$ cat src/rtl/adc_deser_pkg.sv
// Shared mode encoding for the serial deserializer.
// Assumes the 2-bit mode word is applied directly from a configuration register.
package adc_deser_pkg;

    typedef enum logic [1:0] {
        MODE_DATA  = 2'b00,
        MODE_ALT   = 2'b01,
        MODE_SPLIT = 2'b10,
        MODE_DATA2 = 2'b11
    } mode_e;

    // True when the mode selects one of the two test patterns.
    function automatic logic is_pat_mode(input logic [1:0] m);
        return (m == MODE_ALT) || (m == MODE_SPLIT);
    endfunction

endpackage

$ cat src/rtl/adc_word_framer.sv
// Collects bit pairs into candidate words and tracks the word boundary.
// Assumes WORD is even. A bit window of WORD+1 bits plus a one-bit offset
// allows single-bit slips while the input arrives two bits per clock.
module adc_word_framer #(
    parameter int WORD = 12
) (
    input  logic            clk,
    input  logic            rst_n,
    input  logic [1:0]      bit_pair,
    input  logic            mark_take,
    input  logic            slip_req,
    output logic [WORD-1:0] cand_word,
    output logic            cand_done
);
    localparam int PAIRS = WORD / 2;
    localparam int PH_W  = $clog2(PAIRS) + 1;
    localparam int SR_W  = WORD + 1;
    localparam logic [PH_W-1:0] PH_LAST = PH_W'(PAIRS - 1);
    localparam logic [PH_W-1:0] PH_HOLD = '1;

    logic [SR_W-1:0] sreg;
    logic [SR_W-1:0] sreg_nx;
    logic [PH_W-1:0] ph;
    logic            off;

    // New pair enters at the top; the older bit sits lower.
    always_comb begin
        sreg_nx   = {bit_pair[1], bit_pair[0], sreg[SR_W-1:2]};
        cand_done = (ph == PH_LAST) && !mark_take;
        cand_word = off ? sreg_nx[WORD-1:0] : sreg_nx[WORD:1];
    end

    // Shift window, pair phase and bit offset update.
    always_ff @(posedge clk) begin
        if (!rst_n) begin
            sreg <= '0;
            ph   <= '0;
            off  <= 1'b0;
        end else begin
            sreg <= sreg_nx;
            if (mark_take) begin
                ph  <= PH_W'(1);
                off <= 1'b0;
            end else if (cand_done) begin
                if (slip_req && !off) begin
                    ph  <= PH_HOLD;
                    off <= 1'b1;
                end else begin
                    ph  <= '0;
                    off <= slip_req ? 1'b0 : off;
                end
            end else begin
                ph <= ph + 1'b1;
            end
        end
    end

    p_phase_legal_r3: assert property (@(posedge clk) disable iff (!rst_n)
        (ph <= PH_LAST) || (ph == PH_HOLD));

endmodule

$ cat src/rtl/adc_pattern_monitor.sv
// Compares completed words against the selected test pattern. It requests
// slips and keeps the slip count, the lock state and the error flag.
// Assumes mode changes are rare compared with the word rate.
module adc_pattern_monitor
    import adc_deser_pkg::*;
#(
    parameter int WORD     = 12,
    parameter int LOCK_N   = 4,
    parameter int UNLOCK_N = 2
) (
    input  logic                     clk,
    input  logic                     rst_n,
    input  logic [1:0]               mode,
    input  logic [WORD-1:0]          cand_word,
    input  logic                     cand_done,
    input  logic                     mark_take,
    output logic                     slip_req,
    output logic [$clog2(WORD)-1:0]  slip_cnt,
    output logic                     locked,
    output logic                     pat_err
);
    localparam int SC_W = $clog2(WORD);
    localparam int MC_W = $clog2(LOCK_N + 1);
    localparam int EC_W = $clog2(UNLOCK_N + 1);

    logic [WORD-1:0] alt_pat;
    logic [WORD-1:0] split_pat;
    logic [WORD-1:0] exp_word;
    logic [MC_W-1:0] match_cnt;
    logic [EC_W-1:0] mis_cnt;
    logic            is_pat;
    logic            hit;

    // Build both reference words and pick the one the mode asks for.
    always_comb begin
        for (int i = 0; i < WORD; i++) begin
            alt_pat[i]   = ((i % 2) == 0);
            split_pat[i] = (i >= WORD / 2);
        end
        is_pat   = is_pat_mode(mode);
        exp_word = (mode == MODE_ALT) ? alt_pat : split_pat;
        hit      = (cand_word == exp_word);
        slip_req = is_pat && cand_done && !hit;
    end

    // Match/mismatch runs, lock, slip count and error flag.
    always_ff @(posedge clk) begin
        if (!rst_n) begin
            match_cnt <= '0;
            mis_cnt   <= '0;
            slip_cnt  <= '0;
            locked    <= 1'b0;
            pat_err   <= 1'b0;
        end else if (!is_pat) begin
            pat_err <= 1'b0;
            if (mark_take) slip_cnt <= '0;
        end else if (cand_done) begin
            if (hit) begin
                mis_cnt <= '0;
                pat_err <= 1'b0;
                if (match_cnt < MC_W'(LOCK_N)) match_cnt <= match_cnt + 1'b1;
                if (match_cnt >= MC_W'(LOCK_N - 1)) locked <= 1'b1;
            end else begin
                match_cnt <= '0;
                pat_err   <= 1'b1;
                slip_cnt  <= (slip_cnt == SC_W'(WORD - 1)) ? '0 : slip_cnt + 1'b1;
                if (mis_cnt < EC_W'(UNLOCK_N)) mis_cnt <= mis_cnt + 1'b1;
                if (mis_cnt >= EC_W'(UNLOCK_N - 1)) locked <= 1'b0;
            end
        end
    end

    p_slip_step_r5: assert property (@(posedge clk) disable iff (!rst_n)
        (slip_cnt != $past(slip_cnt)) |-> (slip_cnt == '0 || slip_cnt == $past(slip_cnt) + 1'b1));

    p_lock_rise_r6: assert property (@(posedge clk) disable iff (!rst_n)
        $rose(locked) |-> ($past(cand_done) && !pat_err));

    p_lock_fall_r7: assert property (@(posedge clk) disable iff (!rst_n)
        $fell(locked) |-> (pat_err && $past(mis_cnt) >= EC_W'(UNLOCK_N - 1)));

    p_err_mode_r8: assert property (@(posedge clk) disable iff (!rst_n)
        pat_err |-> $past(is_pat));

endmodule

$ cat src/rtl/adc_deser_align.sv
// One-channel serial-to-parallel deserializer with test-pattern alignment.
// Assumes a pre-sampled DDR pair on every clock, [0] the earlier bit, LSB first.
// Instantiate once per converter channel.
module adc_deser_align
    import adc_deser_pkg::*;
#(
    parameter int WORD     = 12,
    parameter int LOCK_N   = 4,
    parameter int UNLOCK_N = 2
) (
    input  logic                    clk,
    input  logic                    rst_n,
    input  logic [1:0]              bit_pair,
    input  logic                    frame_mark,
    input  logic [1:0]              mode,
    output logic [WORD-1:0]         word_out,
    output logic                    word_valid,
    output logic [$clog2(WORD)-1:0] slip_cnt,
    output logic                    locked,
    output logic                    pat_err
);
    logic [WORD-1:0] cand_word;
    logic            cand_done;
    logic            slip_req;
    logic            mark_take;

    // Markers only frame words in normal data mode.
    assign mark_take = frame_mark && !is_pat_mode(mode);

    adc_word_framer #(.WORD(WORD)) u_framer (
        .clk       (clk),
        .rst_n     (rst_n),
        .bit_pair  (bit_pair),
        .mark_take (mark_take),
        .slip_req  (slip_req),
        .cand_word (cand_word),
        .cand_done (cand_done)
    );

    adc_pattern_monitor #(.WORD(WORD), .LOCK_N(LOCK_N), .UNLOCK_N(UNLOCK_N)) u_mon (
        .clk       (clk),
        .rst_n     (rst_n),
        .mode      (mode),
        .cand_word (cand_word),
        .cand_done (cand_done),
        .mark_take (mark_take),
        .slip_req  (slip_req),
        .slip_cnt  (slip_cnt),
        .locked    (locked),
        .pat_err   (pat_err)
    );

    // Register the completed word and its strobe.
    always_ff @(posedge clk) begin
        if (!rst_n) begin
            word_out   <= '0;
            word_valid <= 1'b0;
        end else begin
            word_valid <= cand_done;
            if (cand_done) word_out <= cand_word;
        end
    end

    p_valid_single_r3: assert property (@(posedge clk) disable iff (!rst_n)
        word_valid |=> !word_valid);

    p_word_hold_r2: assert property (@(posedge clk) disable iff (!rst_n)
        !word_valid |-> $stable(word_out));

endmodule

$ cat config.mk
export PLATFORM = sky130hd
export DESIGN_NAME = adc_deser_align
export DESIGN_NICKNAME = d
export VERILOG_FILES = /design/src/rtl/adc_deser_pkg.sv /design/src/rtl/adc_word_framer.sv /design/src/rtl/adc_pattern_monitor.sv /design/src/rtl/adc_deser_align.sv
export SDC_FILE = /design/constraint.sdc
export NUM_CORES = 1
export LEC_CHECK = 0
export BUFFER_PORTS_ARGS = -buffer_cell sky130_fd_sc_hd__buf_4
export CORE_MARGIN = 1
export CORE_UTILIZATION = 60
export CTS_BUF_LIST = sky130_fd_sc_hd__clkbuf_8 sky130_fd_sc_hd__clkbuf_16
export CTS_CLUSTER_DIAMETER = 150
export CTS_CLUSTER_SIZE = 25
export DETAILED_ROUTE_END_ITERATION = 7
export GPL_TIMING_DRIVEN = 0
export HOLD_SLACK_MARGIN = 0.02
export PLACE_DENSITY = 0.83
export SYNTH_ARGS = -nofsm -noshare
export SYNTH_HDL_FRONTEND = slang
export SYNTH_SLANG_ARGS = --single-unit
$ cat constraint.sdc
create_clock -name clk -period 5.08 [get_ports clk]
set_input_delay 0.508 -clock clk [delete_from_list [all_inputs] [get_ports clk]]
set_output_delay 0.508 -clock clk [all_outputs]
set_load 0.01 [all_outputs]
==> results of run 1 <==
-- flip-flops by register name (all words and copies together) (netlist names) --
| register | count |
|---|---|
| u_mon.mis_cnt | 2 |
| word_valid | 1 |
| u_mon.pat_err | 1 |
| u_framer.off | 1 |
| u_framer.sreg | 11 |
| u_mon.locked | 1 |
| u_mon.slip_cnt | 4 |
| u_framer.ph | 4 |
| word_out | 12 |
| u_mon.match_cnt | 3 |
-- kinds of logic (layout without fill, tap and decap cells) --
logic type,Yosys count,in the layout,share of synthesized area [%]
AOI/OAI and AO/OA,42,42,15.1
xor gates and xnor gates,4,4,1.84
adders and majority gates,8,8,5.27
buffers and inverters,19,52,4.81
DFF,40,40,42.1
muxes,14,14,7.37
and+or+nand+nor,79,79,23.5
-- cells in the final DEF (no fill, tap or decap), types with 2 or more instances in the layout --
cell,count
a211oi_1,13
a21boi_1,2
a21oi_1,6
a31oi_1,2
and2_1,11
buf_4,28
clkbuf_1,6
clkbuf_8,6
clkinv_2,2
dfxtp_1,40
ha_1,8
inv_1,8
mux2i_1,14
nand2_1,12
nand2b_1,2
nand3_1,10
nand3b_1,2
nand4_1,4
nand4b_1,3
nor2_1,19
nor2_4,2
o21ai_0,8
o21ai_1,2
o22ai_1,3
or3_1,2
xnor2_1,2
xor2_1,2
-- layout make-up --
cell class	count	area, µm²
repair buffers	25	188
clock inverters	2	10.0
clock buffers	6	82.6
multi-input cells	147	1010
plain buffers	11	61.3
fillers	230	792
flip-flops and latches	40	801
inverters	8	30.0
well taps	44	55.1
-- worst max path at each step --
stage | startpoint | endpoint | depth (start not counted)
CTS | mode[0] | u_mon.slip_cnt[2] | 8
finish | mode[0] | u_mon.slip_cnt[2] | 8
detailed placement | mode[0] | u_mon.slip_cnt[2] | 8
global route | mode[1] | u_mon.slip_cnt[2] | 9
floorplan | mode[1] | u_framer.ph[1] | 9
global placement | mode[0] | u_framer.ph[0] | 9
-- power by group through the flow --
stage	Sequential (W)	Clock, W	Combinational [W]
2_1_floorplan	0.000332	0	0.0000291
3_3_place_gp	0.000332	0	0.0000430
6_report	0.000326	0.000221	0.0000465
4_1_cts	0.000325	0.000220	0.0000464
5_1_grt	0.000326	0.000232	0.0000517
3_5_place_dp	0.000333	0	0.0000461
-- metrics by stage --
stage                     total power, W  std cells  cell area (µm²)  hold WS [ns]  utilization [%]
after global placement          0.000375        275             2140         0.475             70.8
after global routing            0.000610        283             2240         0.446             73.8
final                           0.000593        283             2240         0.445             73.8
after CTS                       0.000592        283             2240         0.445             73.8
after detailed placement        0.000379        275             2140         0.487             70.8
after floorplan                 0.000361        206             1900         0.460                -
-- metal layers --
metal,part of all wire (%),routed length (µm)
met4,2.7,117
met5,0,0
met2,52,2260
met3,6.0,260
met1,40,1730
==> impl_results.md, run 1 <==
* Final RePlAce weighted congestion at 0.813
* Met1 usage at 30.9%
* Root buffer cell: clkbuf_8
* Final HPWL DP at 3130 µm
* Lkg Pwr at 0.861 nW
* Die area at 3400 µm²
* Gr ovfl total at 0
* Area Growth Syn to Fin at 17.6%
* Pin count of the biggest net entering global routing at 13
* Postcts setup bufs at 0
* Final WS setup at 2.73 ns
* Initial detailed-routing violation count at 44
* DR DRC count at 0
* Drt wl/cell at 15.4 µm
* Status: finished, final reports clean
* Share of flip-flops with an asynchronous set or reset at 0%
* Critical-path cell list: buf_4, ha_1, nand2_2, nand4b_1, nor2_1, nand2_1, o21ai_0, o21ai_0
* Hold Path End: u_framer.sreg[12]
* Period utilization at 46.2%
* Crit. End Element: flop
* Post-route antenna net violation count at 0
* Initial antenna violation count at 0
* Fin crit period at 2.35 ns
* Post-synth EDFFs at 0
* Post-CTS Hold Fix Bufs at 0
* Layout cell share with drive strength beyond 1 at 19.7%
* Final wirelength at 4360 µm
* Max FO, Critical Path at 8
* Sw frac at 24.4%
* Nets@finish at 253
* Cell taking the most area after synthesis: dfxtp_1
* Initial Utilization at 62.8%
* Reg2reg end: u_mon.slip_cnt[2]
* Post-CTS sizing at 0
* Gate power share at 7.9%
* Yosys warns at 0
* Highest clock rate at 0.426 GHz
* Seq/Total Area, Yosys at 42.1%
* CP max stage delay at 0.52 ns
* Core area at 3030 µm²
* Vias in the first global route at 1578
* GR peak layer: met2
* Mapped Avg Cell Area at 9.23 µm²
* Core Rows at 20
* CP arrival at 2.52 ns
* Max-cap viol count at 0
* Pre-CTS setup slack at 2.49 ns
* Worst r2r src: u_framer.ph[0]
* Nature of the critical path startpoint: primary input
* Sequential fraction of design power at 54.9%
* Antenna diode count at 0
* Path category of the worst min-delay check: primary input to flop
* Worst IR Drop VDD at 0.201 mV
* I/O Buffers at 25
* R2R Setup Slk at 3.08 ns
* Synth cell types at 45
* Most frequent cell after synthesis: dfxtp_1
* Actual slew at the worst max-slew pin at 0.527 ns
* Met2 Use GR at 48.1%
* Worst slew margin at 64.7%
* Post-synth top flop: dfxtp_1
* CP Class: primary input to flop
* TritonRoute pass-1 iters at 4
* Flops & latches, synth at 40
* Max-slew violation count at 0
* DR vias/cell at 5.92
* Clock buffer depth at 2
* Cell count after synthesis at 206
* Clk_lat worst skew at 0.30 ns
* Worst Skew at 0.00405 ns
* Die Y-Extent at 58.3 µm
* Hold Fails Final Rpt at 0
* CTS tree: done
* Power density cells at 265 nW/µm²
* First-pass GRT wire length at 7070 µm
* Top-area cell type share of the netlist area at 42.1%
* R2R cell count at 6
* Req. time, crit path at 5.25 ns
* Most common cell on crit path: o21ai_0
* Synthesized area at 1900 µm²
* Slowest library cell on the worst path: nor2_1
* Fin Setup TNS at 0 ns
* Clock Power Share at 37.2%
* Worst Path Buf+Inv at 1
* CTS buffer count at 5
* Via count at 1674
* RSZ-0062 raised after global routing: false
* Worst path top cell family by delay: simple AND/OR/NAND/NOR gates
* Clk slew on worst S/H paths at 0.08 ns
* P_int at 0.000448 W
* Synth Net Count at 221
* Die width at 58.3 µm
* Clock sinks at 40
* Switch Pwr at 0.000144 W
* Hold Crit Start: bit_pair[1]
* H-tree Lvls at 2
* Top post-synthesis cells by count: dfxtp_1, nor2_1, mux2i_1
* Largest cells by area after synthesis: dfxtp_1, mux2i_1, ha_1, a211oi_1, nor2_1
* Worst hold stages at 2
* All-layer global routing usage at 28.3%
* # setup viols final at 0
* GRT met3 Usage at 5.80%
* Io pins at 26
(Power assumes the default switching activity.)
==> inputs of run 2 (changes only) <==
--- a/config.mk
+++ b/config.mk
@@ -7,14 +7,14 @@
 export LEC_CHECK = 0
 export BUFFER_PORTS_ARGS = -buffer_cell sky130_fd_sc_hd__buf_4
 export CORE_MARGIN = 1
-export CORE_UTILIZATION = 60
+export CORE_UTILIZATION = 51
 export CTS_BUF_LIST = sky130_fd_sc_hd__clkbuf_8 sky130_fd_sc_hd__clkbuf_16
 export CTS_CLUSTER_DIAMETER = 150
 export CTS_CLUSTER_SIZE = 25
 export DETAILED_ROUTE_END_ITERATION = 7
 export GPL_TIMING_DRIVEN = 0
 export HOLD_SLACK_MARGIN = 0.02
-export PLACE_DENSITY = 0.83
+export PLACE_DENSITY = 0.75
 export SYNTH_ARGS = -nofsm -noshare
 export SYNTH_HDL_FRONTEND = slang
 export SYNTH_SLANG_ARGS = --single-unit
==> constraint.sdc (replaced) <==
create_clock -name clk -period 2 [get_ports clk]
set_input_delay 0.2 -clock clk [delete_from_list [all_inputs] [get_ports clk]]
set_output_delay 0.2 -clock clk [all_outputs]
set_load 0.01 [all_outputs]
==> impl_results.md, run 2 (synthesis gave the netlist of run 1 again) <==
* Final wirelength at 3800 µm (-13%)
* Req. time, crit path at 2.18 ns (-3.07 ns)
* Post-CTS Hold Fix Bufs at 0 (unchanged)
* Initial Utilization at 55.2% (-7.6 points)
* Nature of the critical path startpoint: flop
* CP Class: flop to flop
* Max-slew violation count at 0 (unchanged)
* Worst r2r src: u_framer.off
* Worst Setup SP: u_framer.off
* Worst slew margin at 69.0% (+4.2 points)
* Vias in the first global route at 1429 (-9.4%)
* DR vias/cell at 5.48 (-7.3%)
* CTS tree: done
* Non-filler cells, final at 285 (+0.71%)
* TritonRoute pass-1 iters at 4 (unchanged)
* CP arrival at 2.12 ns (-0.40 ns)
* Area Growth Syn to Fin at 18.2%
* Max-cap viol count at 0 (unchanged)
* Clk slew on worst S/H paths at 0.08 ns (about the same)
* H-tree Lvls at 2 (unchanged)
* Commonest non-fill, non-tap cell in the layout: dfxtp_1
* Worst Skew at 0.00996 ns (+0.00591 ns)
* Largest registers: word_out x12, u_framer.sreg x11
* Flip-flop count of the largest register after layout at 12 (unchanged)
* Highest-count cells in the layout ignoring fill and taps: dfxtp_1, buf_4, nor2_1, mux2i_1, a211oi_1
* R2R cell count at 8 (+2)
* Post-route antenna net violation count at 0 (unchanged)
* Hold Fails Final Rpt at 0 (unchanged)
* Die width at 63.0 µm (+8.2%)
* Path category of the worst min-delay check: primary input to flop
* Actual slew at the worst max-slew pin at 0.465 ns (-0.0617 ns)
* Io pins at 26 (unchanged)
* Final RePlAce weighted congestion at 0.836 (+2.8%)
* Crit. End Element: flop
* Post-DP Area at 2150 µm² (+0.12%)
* Antenna diode count at 0 (unchanged)
* Root buffer cell: clkbuf_8
* R2R Setup Slk at 0.06 ns (-3.02 ns)
* Reg2reg end: u_mon.mis_cnt[0]
* DR DRC count at 0 (unchanged)
* Most flops, register: word_out
* Fin crit period at 1.94 ns
* Worst IR Drop VDD at 0.452 mV (+130%)
* RSZ-0062 raised after global routing: true
* Worst hold stages at 2 (unchanged)
* Drt wl/cell at 13.3 µm (-14%)
* Lkg Pwr at 0.858 nW (-0.26%)
* Initial detailed-routing violation count at 106 (+140%)
* Clk_lat worst skew at 0.29 ns (about the same)
* Setup crit end: u_mon.mis_cnt[0]
* CTS buffer count at 5 (unchanged)
* Layout cell share with drive strength beyond 1 at 20.9% (+1.3 points)
* Highest clock rate at 0.516 GHz
* Period utilization at 96.8%
* Clock buffer depth at 2 (unchanged)
* Fillers at 292 (+27%)
* Max FO, Critical Path at 10 (+2)
* Power density cells at 655 nW/µm² (+150%)
* First-pass GRT wire length at 6730 µm (-4.8%)
* Via count at 1562 (-6.7%)
* Gr ovfl total at 0 (unchanged)
* Postcts setup bufs at 0 (unchanged)
* Initial antenna violation count at 0 (unchanged)
* I/O Buffers at 25 (unchanged)
* # setup viols final at 0 (unchanged)
* Post-Place Cells at 277 (+0.73%)
* Clock sinks at 40 (unchanged)
* Core area at 3440 µm² (+14%)
* Core Rows at 21 (+5.0%)
* Fin Setup TNS at 0 ns (unchanged)
* Die Y-Extent at 63.0 µm (+8.2%)
* Status: finished, final reports clean
* Pin count of the biggest net entering global routing at 14 (+1)
* All-layer global routing usage at 21.7% (-6.6 points)
* Final HPWL DP at 2770 µm (-11%)
* Nets@finish at 253 (unchanged)
* Die area at 3970 µm² (+17%)
* Fin area at 2250 µm² (+0.45%)
run 2: worst min path at each step:
stage | slack, ns | to | from
finish | 0.15 | u_framer.sreg[12] | bit_pair[1]
global route | 0.15 | u_framer.sreg[12] | bit_pair[1]
CTS | 0.15 | u_framer.sreg[12] | bit_pair[1]
detailed placement | 0.45 | u_framer.sreg[12] | bit_pair[1]
global placement | 0.44 | u_framer.sreg[12] | bit_pair[1]
floorplan | 0.32 | u_framer.sreg[11] | bit_pair[0]
run 2: layer usage:
metal  global-route usage, %  up-vias  wire (µm)
met4                    9.59        0         45
met5                       0        -          0
met2                    31.5       38       1640
met3                    4.01        5        150
li1                        -      802          -
met1                    30.9      717       1960
run 2: through the flow:
stage                     power, W  setup WS [ns]  hold slack [ns]  utilization (%)
after floorplan           0.000917          0.183            0.322                -
after global placement    0.000956         -0.203            0.439             62.3
after detailed placement  0.000959         -0.205            0.455             62.3
after CTS                  0.00148         0.0293            0.149             65.0
after global routing       0.00154        -0.0346            0.153             65.2
final                      0.00147         0.0635            0.147             65.2
run 2: power by group:
group | total (W) | switching [W] | internal, W
registers | 0.000827 | 0.0000152 | 0.000812
logic | 0.000116 | 0.0000646 | 0.0000510
clock network | 0.000528 | 0.000285 | 0.000243
total | 0.00147 | 0.000364 | 0.00111
run 2: worst max-delay path, cell delays in order, from the launching register on:
cell       delay [ns]
dfxtp_1          0.39
buf_4            0.21
mux2i_2          0.28
xor2_1           0.21
o2111ai_2        0.18
nor2_4           0.16
buf_6            0.17
a21oi_1          0.05
a31o_1           0.17
run 2: final cells by class:
type	count	area, µm²	area share, %
Tap cell	46	57.6	2.56
Sequential cell	40	801	35.7
Clock buffer	5	68.8	3.06
Timing Repair Buffer	25	188	8.36
Multi-Input combinational cell	147	1020	45.5
Buffer	11	61.3	2.73
Inverter	8	30.0	1.34
Clock inverter	3	18.8	0.836
run 2: timing repair:
| action | 4_1_cts | 5_1_grt |
|---|---|---|
| resized for setup | 1 | 2 |
| endpoints found under the setup margin | 1 | 7 |
| endpoints found under the hold margin | 0 | 0 |
| gates cloned | 0 | 0 |
